`config.mk`:
```
export PLATFORM = sky130hd
export DESIGN_NAME = updn_code_stepper
export DESIGN_NICKNAME = d
export VERILOG_FILES = /design/src/rtl/updn_code_stepper.sv
export SDC_FILE = /design/constraint.sdc
export NUM_CORES = 1
export LEC_CHECK = 0
export BUFFER_PORTS_ARGS = -buffer_cell sky130_fd_sc_hd__buf_2
export CORE_MARGIN = 2
export CORE_UTILIZATION = 56
export DETAILED_ROUTE_END_ITERATION = 10
export PLACE_DENSITY = 0.88
export SLEW_MARGIN = 20
export SYNTH_ARGS = -nofsm -noshare
export SYNTH_HDL_FRONTEND = slang
export SYNTH_SLANG_ARGS = --single-unit
```
`constraint.sdc`:
```
create_clock -name clk -period 4.03 [get_ports clk]
set_clock_uncertainty 0.05 [all_clocks]
set_input_delay 0.6045 -clock clk [delete_from_list [all_inputs] [get_ports clk]]
set_output_delay 0.6045 -clock clk [all_outputs]
set_load 0.02 [all_outputs]
```
`src/rtl/updn_code_stepper.sv`:
```
module updn_code_stepper #(
  parameter int CODE_W    = 12,
  parameter int MID_LSB   = 2,
  parameter int COARSE_LSB = 4
) (
  input  logic              clk,
  input  logic              rst_n,
  input  logic              up_pin,
  input  logic              dn_pin,
  input  logic              cs_pin,
  input  logic              clr_pin,
  input  logic              busy,
  input  logic [1:0]        gran,
  output logic [CODE_W-1:0] code,
  output logic              chg,
  output logic              ser_clr
);
  localparam logic [CODE_W-1:0] ONES = '1;

  logic [2:0] meta_q, sync_q;
  logic [1:0] prev_q;
  logic s_up, s_dn, s_cs;
  logic up_fall, dn_fall, inc, dec;
  logic clr_act, kill_n;
  logic [CODE_W-1:0] unit, fmask, nxt;
  logic sat, step_ok;

  assign clr_act = clr_pin & ~busy;
  assign ser_clr = clr_act;
  assign kill_n  = rst_n & ~clr_act;

  always_ff @(posedge clk or negedge rst_n)
    if (!rst_n) begin
      meta_q <= '0;
      sync_q <= '0;
      prev_q <= '0;
    end else begin
      meta_q <= {cs_pin, dn_pin, up_pin};
      sync_q <= meta_q;
      prev_q <= sync_q[1:0];
    end

  assign s_up = sync_q[0];
  assign s_dn = sync_q[1];
  assign s_cs = sync_q[2];

  assign up_fall = prev_q[0] & ~s_up;
  assign dn_fall = prev_q[1] & ~s_dn;
  assign inc = up_fall & ~prev_q[1] & ~s_dn;
  assign dec = dn_fall & ~prev_q[0] & ~s_up;

  always_comb begin
    unit  = '0;
    fmask = '0;
    unique case (gran)
      2'b00: begin unit[0]          = 1'b1; fmask = ONES; end
      2'b01: begin unit[MID_LSB]    = 1'b1; fmask = ONES << MID_LSB; end
      2'b10: begin unit[COARSE_LSB] = 1'b1; fmask = ONES << COARSE_LSB; end
      default: ;
    endcase
  end

  assign sat     = inc ? ((code & fmask) == fmask) : ((code & fmask) == '0);
  assign step_ok = s_cs & (gran != 2'b11) & (inc | dec) & ~sat;
  assign nxt     = inc ? code + unit : code - unit;

  always_ff @(posedge clk or negedge kill_n)
    if (!kill_n) begin
      code <= '0;
      chg  <= 1'b0;
    end else begin
      chg <= step_ok;
      if (step_ok) code <= nxt;
    end

  AST_MID_LOW_HELD: assert property (@(posedge clk) disable iff (!kill_n)
    $past(gran) == 2'b01 |-> code[MID_LSB-1:0] == $past(code[MID_LSB-1:0]));
  AST_COARSE_LOW_HELD: assert property (@(posedge clk) disable iff (!kill_n)
    $past(gran) == 2'b10 |-> code[COARSE_LSB-1:0] == $past(code[COARSE_LSB-1:0]));
  AST_RESERVED_FROZEN: assert property (@(posedge clk) disable iff (!kill_n)
    gran == 2'b11 |=> $stable(code));
  AST_DESELECT_FROZEN: assert property (@(posedge clk) disable iff (!kill_n)
    !s_cs |=> $stable(code));
  AST_CHANGE_FLAGGED: assert property (@(posedge clk) disable iff (!kill_n)
    $past(kill_n) && code != $past(code) |-> chg);
  AST_PULSE_MEANS_CHANGE: assert property (@(posedge clk) disable iff (!kill_n)
    chg |-> code != $past(code));
  AST_CLEAR_ZERO: assert property (@(posedge clk) disable iff (!rst_n)
    clr_act |-> code == '0 && !chg);
endmodule

```
Word level (Yosys, flattened, before mapping)
Index checks and enable logic that the tools add are counted.
Cells by class
  add/sub/neg operators: 2
  equality and inequality tests: 4
  multiplexer cells: 6
  bitwise gates (word level): 20
  reductions and logical operators: 2
Operators with widths (count)
  $pmux W12 S3: 1
  $add A12 B5 Y12: 1
  $and A12 B12 Y12: 1
  $eq A12 B12 Y1: 1
  $logic_not A12 Y1: 1
  $mux W12: 1
  $sub A12 B5 Y12: 1
  $and A1 B1 Y1: 11
  $not A1 Y1: 7
  $mux W1: 4
  $eq A2 B1 Y1 const B: 1
  $eq A2 B2 Y1 const B: 1
  $logic_not A2 Y1: 1
  $ne A2 B2 Y1 const B: 1
  $or A1 B1 Y1: 1
Storage, ports and cells
  register bits: 21
  bits of input ports: 9
  output and inout bits: 14
  logic and storage cells: 39

Logic depth before layout (Yosys ltp)
Gate-level depths: netlist of the first run.
  depth in word-level cells: 7
  depth in mapped cells: 12
  depth with buffers taken out: 11

Worst setup path after synthesis of the first run
OpenSTA, ideal clock, no wires.
  path kind: input port to flip-flop
  start: in gran[1]
  end: reg code[10]
  library setup time: 0.080 ns
  arrival: 2.946 ns
  data required time: 3.900 ns
  setup slack: 0.954 ns
  stages: 12
  path buffers: 1
  path through: clkbuf_1 > nor2_1 > inv_1 > ha_1 > nand2_1 > o21ai_0 > ha_1 > a211oi_1 > o21ai_0 > a311o_1 > a311oi_1 > xor2_1
Between the ends
  cells in the longest elaborated chain, start to end: 7
  elaborated cells between the ends (all ways): 19
  classes of those cells: 2 x add/sub; 4 x eq/ne; 6 x mux; 5 x bitwise; 2 x reduce/logical
Ends and longest elaborated chain
  start: declaration: line 13  | input logic [1:0] gran,
  parallel branches: the longest is 7 deep, another holds $sub A12 B5 Y12
  end signal: assignment: line 73  | if (step_ok) code <= nxt;
  end: declaration: line 14  | output logic [CODE_W-1:0] code,
Parallel ways; which one is timed is not known.
A chain may end at the register's enable or synchronous reset.

Worst setup path in the final report of the first run
  start: reg prev_q[1]
  end: reg code[6]
Between the ends
  cells in the longest elaborated chain, start to end: 6
  elaborated cells between the ends (all ways): 12
  classes of those cells: 2 x mux; 10 x bitwise
Ends and longest elaborated chain
  start: declaration: line 21  | logic [1:0] prev_q;
  start signal: assignment: line 40  | prev_q <= sync_q[1:0];
  $and A1 B1 Y1 / $not A1 Y1 (equally long branches): line 48, 49
  $and A1 B1 Y1, on equally long branches (2 in series): line 50, 49
  $or A1 B1 Y1 / $mux W1 (equally long branches): line 64, 63
  $and A1 B1 Y1 / $not A1 Y1 (equally long branches): line 64  | assign step_ok = s_cs & (gran != 2'b11) & (inc | dec) & ~sat;
  $and A1 B1 Y1: line 64
Several ways; a longest one is shown, not always the timed one.

==> flow_results.xml, run 1 <==
<?xml version="1.0" encoding="UTF-8"?>
<metrics>
  <group name="global_routing">
    <metric name="grt_pass1_vias" unit="">1351</metric>
    <metric name="pin_count_of_the_biggest_net_entering_global_routing" unit="">14</metric>
    <metric name="grt_antenna_before_repair" unit="">0</metric>
    <metric name="grt_first_pass_wirelength" unit="um">6200</metric>
    <metric name="grt-ovfl-total" unit="">0</metric>
    <metric name="grtUsageTotal" unit="">0.249</metric>
  </group>
  <group name="routing">
    <metric name="firstDrtPassIters" unit="">4</metric>
    <metric name="wl_met1" unit="um">1530</metric>
    <metric name="met2RoutedLength" unit="um">1780</metric>
    <metric name="detail_routed_via_count_per_cell" unit="">6.61</metric>
    <metric name="wl_per_cell" unit="um">17.8</metric>
    <metric name="dr.first_iter.drc_count" unit="">77</metric>
    <metric name="via_count" unit="">1369</metric>
    <metric name="wl_met3" unit="um">256</metric>
    <metric name="routed.top_layer" unit="">met4</metric>
    <metric name="finalWirelength" unit="um">3680</metric>
    <metric name="ant_nets" unit="">0</metric>
    <metric name="drcViolationCount" unit="">0</metric>
  </group>
  <group name="placement">
    <metric name="final_hpwl_dp" unit="um">2730</metric>
    <metric name="last_weighted_congestion_value_of_the_routability_driven_placer" unit="">1.02</metric>
    <metric name="buffer_ports.inserted" unit="">22</metric>
    <metric name="dpl.cell_count" unit="">203</metric>
  </group>
  <group name="power_and_ir_drop">
    <metric name="leakage_power_total" unit="nW">0.735</metric>
    <metric name="power-per-cell-area" unit="nW/um^2">686</metric>
    <metric name="peakVddDrop" unit="mV">0.520</metric>
    <metric name="pwr-share-seq" unit="">0.337</metric>
    <metric name="clock_power_share" unit="">0.094</metric>
    <metric name="design_power_total" unit="mW">1.14</metric>
    <metric name="cell_internal_pwr" unit="uW">569</metric>
    <metric name="combinationalPowerShare" unit="">0.569</metric>
    <metric name="power.switching" unit="uW">566</metric>
    <metric name="p_sw_frac" unit="">0.499</metric>
  </group>
  <group name="floorplan">
    <metric name="chipWidth" unit="um">55.8</metric>
    <metric name="io_pins" unit="">23</metric>
    <metric name="die_height" unit="um">55.8</metric>
    <metric name="num_rows" unit="">18</metric>
    <metric name="initial_core_util" unit="">0.601</metric>
    <metric name="fp.dieArea" unit="um^2">3110</metric>
    <metric name="core-area" unit="um^2">2500</metric>
  </group>
  <group name="yosys">
    <metric name="synth-async-reset-ratio" unit="">1.00</metric>
    <metric name="synth_cell_types" unit="">50</metric>
    <metric name="synth.yosys.seq_area_share" unit="">0.350</metric>
    <metric name="mappedNetlistArea" unit="um^2">1500</metric>
    <metric name="syn-num-nets" unit="">176</metric>
    <metric name="gate_count_after_technology_mapping" unit="">156</metric>
    <metric name="yosys_most_used_dff" unit="">sky130_fd_sc_hd__dfrtp_1</metric>
    <metric name="synth-edff-count" unit="">0</metric>
    <metric name="synthesis.area_per_instance" unit="um^2">9.62</metric>
    <metric name="yosys_warnings" unit="">0</metric>
    <metric name="flops_latches_synth" unit="">21</metric>
  </group>
  <group name="worst_setup_path">
    <metric name="critical_path_required" unit="ns">4.22</metric>
    <metric name="sequence_of_cells_on_the_critical_path" unit="">or4b_1 -&gt; nand2_1 -&gt; o21ai_0 -&gt; ha_1 -&gt; a211oi_1 -&gt; o21bai_1 -&gt; or3_1 -&gt; a211oi_1 -&gt; xor2_1</metric>
    <metric name="cp_slowest_stage_delay" unit="ns">0.76</metric>
    <metric name="timing.critical_path.fanout_max" unit="">9</metric>
    <metric name="cp_data_arrival_time" unit="ns">3.69</metric>
    <metric name="timing.setup.critical_path_class" unit="">reg -&gt; reg</metric>
    <metric name="start_kind" unit="">flop</metric>
    <metric name="critical-path-top-cell-by-count" unit="">sky130_fd_sc_hd__a211oi_1</metric>
    <metric name="cpMaxStageDelayCell" unit="">sky130_fd_sc_hd__or4b_1</metric>
    <metric name="nature_of_the_critical_path_endpoint" unit="">flop</metric>
  </group>
  <group name="clocking">
    <metric name="clock_sink_count" unit="">21</metric>
    <metric name="cts_hold_buffers" unit="">0</metric>
    <metric name="clk-insertion-delay-late" unit="ns">0.31</metric>
    <metric name="postCtsSetupBuffers" unit="">0</metric>
    <metric name="ctsLongestPathBuffers" unit="">2</metric>
    <metric name="cts_resized" unit="">0</metric>
    <metric name="root_buffer" unit="">sky130_fd_sc_hd__clkbuf_4</metric>
    <metric name="cts_max_level" unit="">1</metric>
    <metric name="clkTransAtPathRegs" unit="ns">0.12</metric>
    <metric name="tritoncts" unit="">built</metric>
    <metric name="cts_inserted_buffers" unit="">3</metric>
  </group>
  <group name="cells_and_area">
    <metric name="diodes" unit="">0</metric>
    <metric name="layout.cells.most_common_list" unit="">sky130_fd_sc_hd__buf_2, sky130_fd_sc_hd__dfrtp_1, sky130_fd_sc_hd__a21oi_1</metric>
    <metric name="final_common_cell" unit="">sky130_fd_sc_hd__buf_2</metric>
    <metric name="proportion_of_layout_cells_with_a_drive_suffix_above_1" unit="">0.203</metric>
    <metric name="fillerInstances" unit="">211</metric>
    <metric name="final_net_count" unit="">198</metric>
    <metric name="syn_to_final_growth" unit="%">10.3</metric>
    <metric name="final_cell_count_no_fill" unit="">207</metric>
  </group>
  <group name="timing">
    <metric name="fin_crit_sh" unit="">0.868</metric>
    <metric name="rsz_0062_raised_after_global_routing" unit="">no</metric>
    <metric name="post-route-min-period" unit="ns">3.50</metric>
    <metric name="slew_violations" unit="">0</metric>
    <metric name="report.final.setup_viol" unit="">0</metric>
    <metric name="max_slew.worst_pin.slew" unit="ns">0.568</metric>
    <metric name="finalSetupTns" unit="ns">0</metric>
    <metric name="slew_headroom" unit="">0.616</metric>
    <metric name="max_freq" unit="GHz">0.286</metric>
    <metric name="timing.final.hold_violations" unit="">0</metric>
  </group>
  <group name="outcome">
    <metric name="status" unit="">complete, no violations</metric>
  </group>
  <group name="worst_hold_path">
    <metric name="worstHoldPathType" unit="">in -&gt; async</metric>
  </group>
  <group name="job">
    <metric name="max_cap_viol_count" unit="">0</metric>
  </group>
</metrics>
area by class of cell:
class / count / area, um^2 / share of cell area
Clock buffer: 3 / 22.5 / 0.0136
Sequential cell: 21 / 526 / 0.317
Clock inverter: 1 / 7.51 / 0.00453
Tap cell: 30 / 37.5 / 0.0227
Timing Repair Buffer: 23 / 118 / 0.0710
Inverter: 6 / 22.5 / 0.0136
Multi-Input combinational cell: 123 / 923 / 0.557
cell usage after synthesis (3+ instances only):
cell type                  number  share of area
sky130_fd_sc_hd__nor2_1         8          0.020
sky130_fd_sc_hd__a21o_1         3          0.015
sky130_fd_sc_hd__nand2b_1       3          0.013
sky130_fd_sc_hd__nor3_1         6          0.020
sky130_fd_sc_hd__clkbuf_1       5          0.013
sky130_fd_sc_hd__and3_1         3          0.013
sky130_fd_sc_hd__ha_1          10          0.083
sky130_fd_sc_hd__o21ai_0        7          0.023
sky130_fd_sc_hd__nand2_1        5          0.013
sky130_fd_sc_hd__inv_1          5          0.013
sky130_fd_sc_hd__xor2_1         6          0.035
sky130_fd_sc_hd__dfrtp_1       21           0.35
sky130_fd_sc_hd__a211oi_1       6          0.030
sky130_fd_sc_hd__nand4b_1       3          0.018
sky130_fd_sc_hd__nand3_1        6          0.020
sky130_fd_sc_hd__a21oi_1       12          0.040
sky130_fd_sc_hd__or3_1          3          0.013
routing by layer:
layer | track usage | vias to the layer above
met5 | 0 | -
met4 | 0.115 | 0
met3 | 0.0209 | 17
met2 | 0.420 | 71
met1 | 0.322 | 638
li1 | - | 643
metrics by stage:
step                setup slack [ns]  hold WS, ns  utilization  instance area, um^2
detailed placement             0.583        0.286        0.651                 1630
finish                         0.532       0.0593        0.663                 1660
floorplan                      0.954        0.259            -                 1500
CTS                            0.594       0.0493        0.663                 1660
global route                   0.368       0.0509        0.663                 1660
global placement               0.679        0.284        0.651                 1630
worst paths after layout:
kind	start	end	slack, ns	cells after the start
setup / recovery	prev_q[1]	code[6]	0.53	9
hold / removal	rst_n	meta_q[1]	0.06	1
setup reg to reg	prev_q[1]	code[6]	0.53	9
hold reg to reg	meta_q[2]	sync_q[2]	0.31	0
max in group asynchronous	rst_n	code[8]	3.31	3
min in group clk	meta_q[2]	sync_q[2]	0.31	0
kinds of logic after synthesis:
group / after synthesis / synth area share
multiplexers: 3 / 0.0267
flip-flops: 21 / 0.350
XOR/XNOR: 8 / 0.0467
AND/OR/NAND/NOR: 53 / 0.221
AO/OA/AOI/OAI: 48 / 0.224
adder cells (fa/ha/maj): 11 / 0.0967
buffers and inverters: 12 / 0.0350
worst max-delay path: cells and delay by family (launching register included):
family | cells | cell delay (ns)
compound gates | 4 | 1.14
xor+xnor | 1 | 0.19
fa+ha+maj | 1 | 0.37
flops | 1 | 0.43
simple gates | 3 | 1.25
power groups by stage:
stage / combinational [mW] / sequential, mW / clock [mW]
2_1_floorplan: 0.428 / 0.415 / 0
6_report: 0.647 / 0.383 / 0.107
4_1_cts: 0.638 / 0.381 / 0.114
3_3_place_gp: 0.614 / 0.379 / 0
3_5_place_dp: 0.633 / 0.386 / 0
5_1_grt: 0.705 / 0.397 / 0.122
state kept, by name, summed over array words and instances, names as in the netlist:
signal / cells
code: 12
meta_q: 3
sync_q: 3
prev_q: 2
chg: 1
Note: power is estimated with default switching activity, not from simulation.
==> run 2, diff against run 1 <==
Settings changed: CORE_UTILIZATION 56 to 25, PLACE_DENSITY 0.88 to 0.51.
==> flow_results.xml, run 2 (synthesis gave the netlist of run 1 again) <==
<?xml version="1.0" encoding="UTF-8"?>
<metrics>
  <group name="worst_setup_path">
    <metric name="timing.critical_path.depth" unit="">10</metric>
    <metric name="sequence_of_cells_on_the_critical_path" unit="">or4b_1 -&gt; buf_4 -&gt; nand2_4 -&gt; inv_2 -&gt; ha_1 -&gt; inv_1 -&gt; o41ai_1 -&gt; nand4b_1 -&gt; a211oi_1 -&gt; xor2_1</metric>
    <metric name="worst_setup_path_endpoint" unit="">code[11]</metric>
    <metric name="crit_buf_inv" unit="">3</metric>
    <metric name="nature_of_the_critical_path_endpoint" unit="">flop</metric>
    <metric name="critical_path_required" unit="ns">4.17</metric>
    <metric name="critical_path.startpoint" unit="">prev_q[1]</metric>
    <metric name="crit-reg2reg-capture" unit="">code[11]</metric>
    <metric name="worst_path_dominant_cell_family" unit="">simple AND/OR/NAND/NOR gates</metric>
    <metric name="timing.critical_path.fanout_max" unit="">8</metric>
    <metric name="cp_data_arrival_time" unit="ns">3.33</metric>
    <metric name="r2r_setup_slack" unit="ns">0.84</metric>
    <metric name="cp_slowest_stage_delay" unit="ns">0.59</metric>
    <metric name="critical_path.reg2reg.startpoint" unit="">prev_q[1]</metric>
    <metric name="start_kind" unit="">flop</metric>
    <metric name="cpMaxStageDelayCell" unit="">sky130_fd_sc_hd__or4b_1</metric>
    <metric name="timing.setup.critical_path_class" unit="">reg -&gt; reg</metric>
    <metric name="reg2regPathDepth" unit="">10</metric>
  </group>
  <group name="timing">
    <metric name="timing.final.hold_violations" unit="">0</metric>
    <metric name="rsz_0062_raised_after_global_routing" unit="">no</metric>
    <metric name="max_freq" unit="GHz">0.314</metric>
    <metric name="finalSetupTns" unit="ns">0</metric>
    <metric name="max_slew.worst_pin.slew" unit="ns">0.573</metric>
    <metric name="fin_crit_sh" unit="">0.791</metric>
    <metric name="slew_headroom" unit="">0.608</metric>
    <metric name="report.final.setup_viol" unit="">0</metric>
    <metric name="hold-worst-slack" unit="ns">0.118</metric>
    <metric name="post-route-min-period" unit="ns">3.19</metric>
    <metric name="slew_violations" unit="">0</metric>
  </group>
  <group name="clocking">
    <metric name="clkTransAtPathRegs" unit="ns">0.08</metric>
    <metric name="postCtsSetupBuffers" unit="">0</metric>
    <metric name="cts_max_level" unit="">1</metric>
    <metric name="tritoncts" unit="">built</metric>
    <metric name="cts_hold_buffers" unit="">0</metric>
    <metric name="ctsLongestPathBuffers" unit="">2</metric>
    <metric name="root_buffer" unit="">sky130_fd_sc_hd__clkbuf_8</metric>
    <metric name="cts_resized" unit="">0</metric>
    <metric name="cts_inserted_buffers" unit="">3</metric>
    <metric name="clk-insertion-delay-late" unit="ns">0.26</metric>
    <metric name="clock_sink_count" unit="">21</metric>
  </group>
  <group name="outcome">
    <metric name="status" unit="">complete, no violations</metric>
  </group>
  <group name="placement">
    <metric name="buffer_ports.inserted" unit="">22</metric>
    <metric name="last_weighted_congestion_value_of_the_routability_driven_placer" unit="">0.854</metric>
    <metric name="final_hpwl_dp" unit="um">2850</metric>
  </group>
  <group name="routing">
    <metric name="via_count" unit="">1290</metric>
    <metric name="ant_nets" unit="">0</metric>
    <metric name="detail_routed_via_count_per_cell" unit="">5.10</metric>
    <metric name="wl_per_cell" unit="um">14.4</metric>
    <metric name="finalWirelength" unit="um">3650</metric>
    <metric name="dr.first_iter.drc_count" unit="">75</metric>
    <metric name="firstDrtPassIters" unit="">4</metric>
    <metric name="drcViolationCount" unit="">0</metric>
  </group>
  <group name="floorplan">
    <metric name="chipWidth" unit="um">81.5</metric>
    <metric name="initial_core_util" unit="">0.257</metric>
    <metric name="io_pins" unit="">23</metric>
    <metric name="fp.dieArea" unit="um^2">6640</metric>
    <metric name="num_rows" unit="">28</metric>
    <metric name="die_height" unit="um">81.5</metric>
    <metric name="core-area" unit="um^2">5850</metric>
  </group>
  <group name="cells_and_area">
    <metric name="largest_register_ff_count" unit="">12</metric>
    <metric name="layout.cells.most_common_list" unit="">sky130_fd_sc_hd__buf_2, sky130_fd_sc_hd__dfrtp_1, sky130_fd_sc_hd__a21oi_1</metric>
    <metric name="diodes" unit="">0</metric>
    <metric name="final_common_cell" unit="">sky130_fd_sc_hd__buf_2</metric>
    <metric name="registers.top_by_ff_count" unit="">code</metric>
    <metric name="final_net_count" unit="">199</metric>
    <metric name="syn_to_final_growth" unit="%">15.8</metric>
    <metric name="proportion_of_layout_cells_with_a_drive_suffix_above_1" unit="">0.208</metric>
    <metric name="top_regs" unit="">code (12), meta_q (3), sync_q (3)</metric>
  </group>
  <group name="global_routing">
    <metric name="grt-ovfl-total" unit="">0</metric>
    <metric name="grt_first_pass_wirelength" unit="um">6010</metric>
    <metric name="pin_count_of_the_biggest_net_entering_global_routing" unit="">14</metric>
    <metric name="grtUsageTotal" unit="">0.117</metric>
    <metric name="grt_pass1_vias" unit="">1229</metric>
    <metric name="grt_antenna_before_repair" unit="">0</metric>
  </group>
  <group name="power_and_ir_drop">
    <metric name="peakVddDrop" unit="mV">0.170</metric>
    <metric name="leakage_power_total" unit="nW">0.747</metric>
    <metric name="power-per-cell-area" unit="nW/um^2">669</metric>
    <metric name="design_power_total" unit="mW">1.16</metric>
  </group>
  <group name="job">
    <metric name="max_cap_viol_count" unit="">0</metric>
  </group>
  <group name="worst_hold_path">
    <metric name="worstHoldPathType" unit="">in -&gt; async</metric>
  </group>
</metrics>
==> run 2: changes by cell type in the layout (fill, tap and decap cells not counted), sizes merged <==
cell  previous run  this run
buf             23        24
==> run 2: area by class of cell <==
| type | count | area, um^2 |
|---|---|---|
| repair buffers | 24 | 125 |
| well taps | 75 | 93.8 |
| inverters | 6 | 22.5 |
| clock buffers | 3 | 41.3 |
| fillers | 615 | 4110 |
| clock inverters | 1 | 7.51 |
| multi-input cells | 123 | 923 |
| flip-flops and latches | 21 | 526 |
==> run 2: metal layers <==
metal	global-route usage	wire length, um
met5	0	0
met4	0.0356	66
met3	0.0187	137
met2	0.184	1670
met1	0.163	1770
==> run 2: report_power, final <==
part	internal (mW)	switching (mW)
clock	0.0697	0.0707
combinational	0.259	0.380
sequential	0.273	0.111
total	0.602	0.561
==> run 2: how the worst min path moves through the flow <==
| stage | endpoint | slack [ns] | depth (start not counted) |
|---|---|---|---|
| after floorplan | meta_q[0] | 0.26 | 0 |
| after global placement | sync_q[1] | 0.28 | 0 |
| after detailed placement | sync_q[1] | 0.29 | 0 |
| after CTS | meta_q[0] | 0.12 | 1 |
| after global routing | meta_q[0] | 0.12 | 1 |
| final | meta_q[1] | 0.12 | 1 |
==> run 2: per-stage QoR <==
| step | util | worst slack, ns | cells | cell area (um^2) |
|---|---|---|---|---|
| 2_1_floorplan | - | 0.954 | 156 | 1500 |
| 3_3_place_gp | 0.289 | 0.626 | 249 | 1690 |
| 3_5_place_dp | 0.289 | 0.665 | 249 | 1690 |
| 4_1_cts | 0.297 | 0.824 | 253 | 1740 |
| 5_1_grt | 0.297 | 0.548 | 253 | 1740 |
| 6_report | 0.297 | 0.844 | 253 | 1740 |
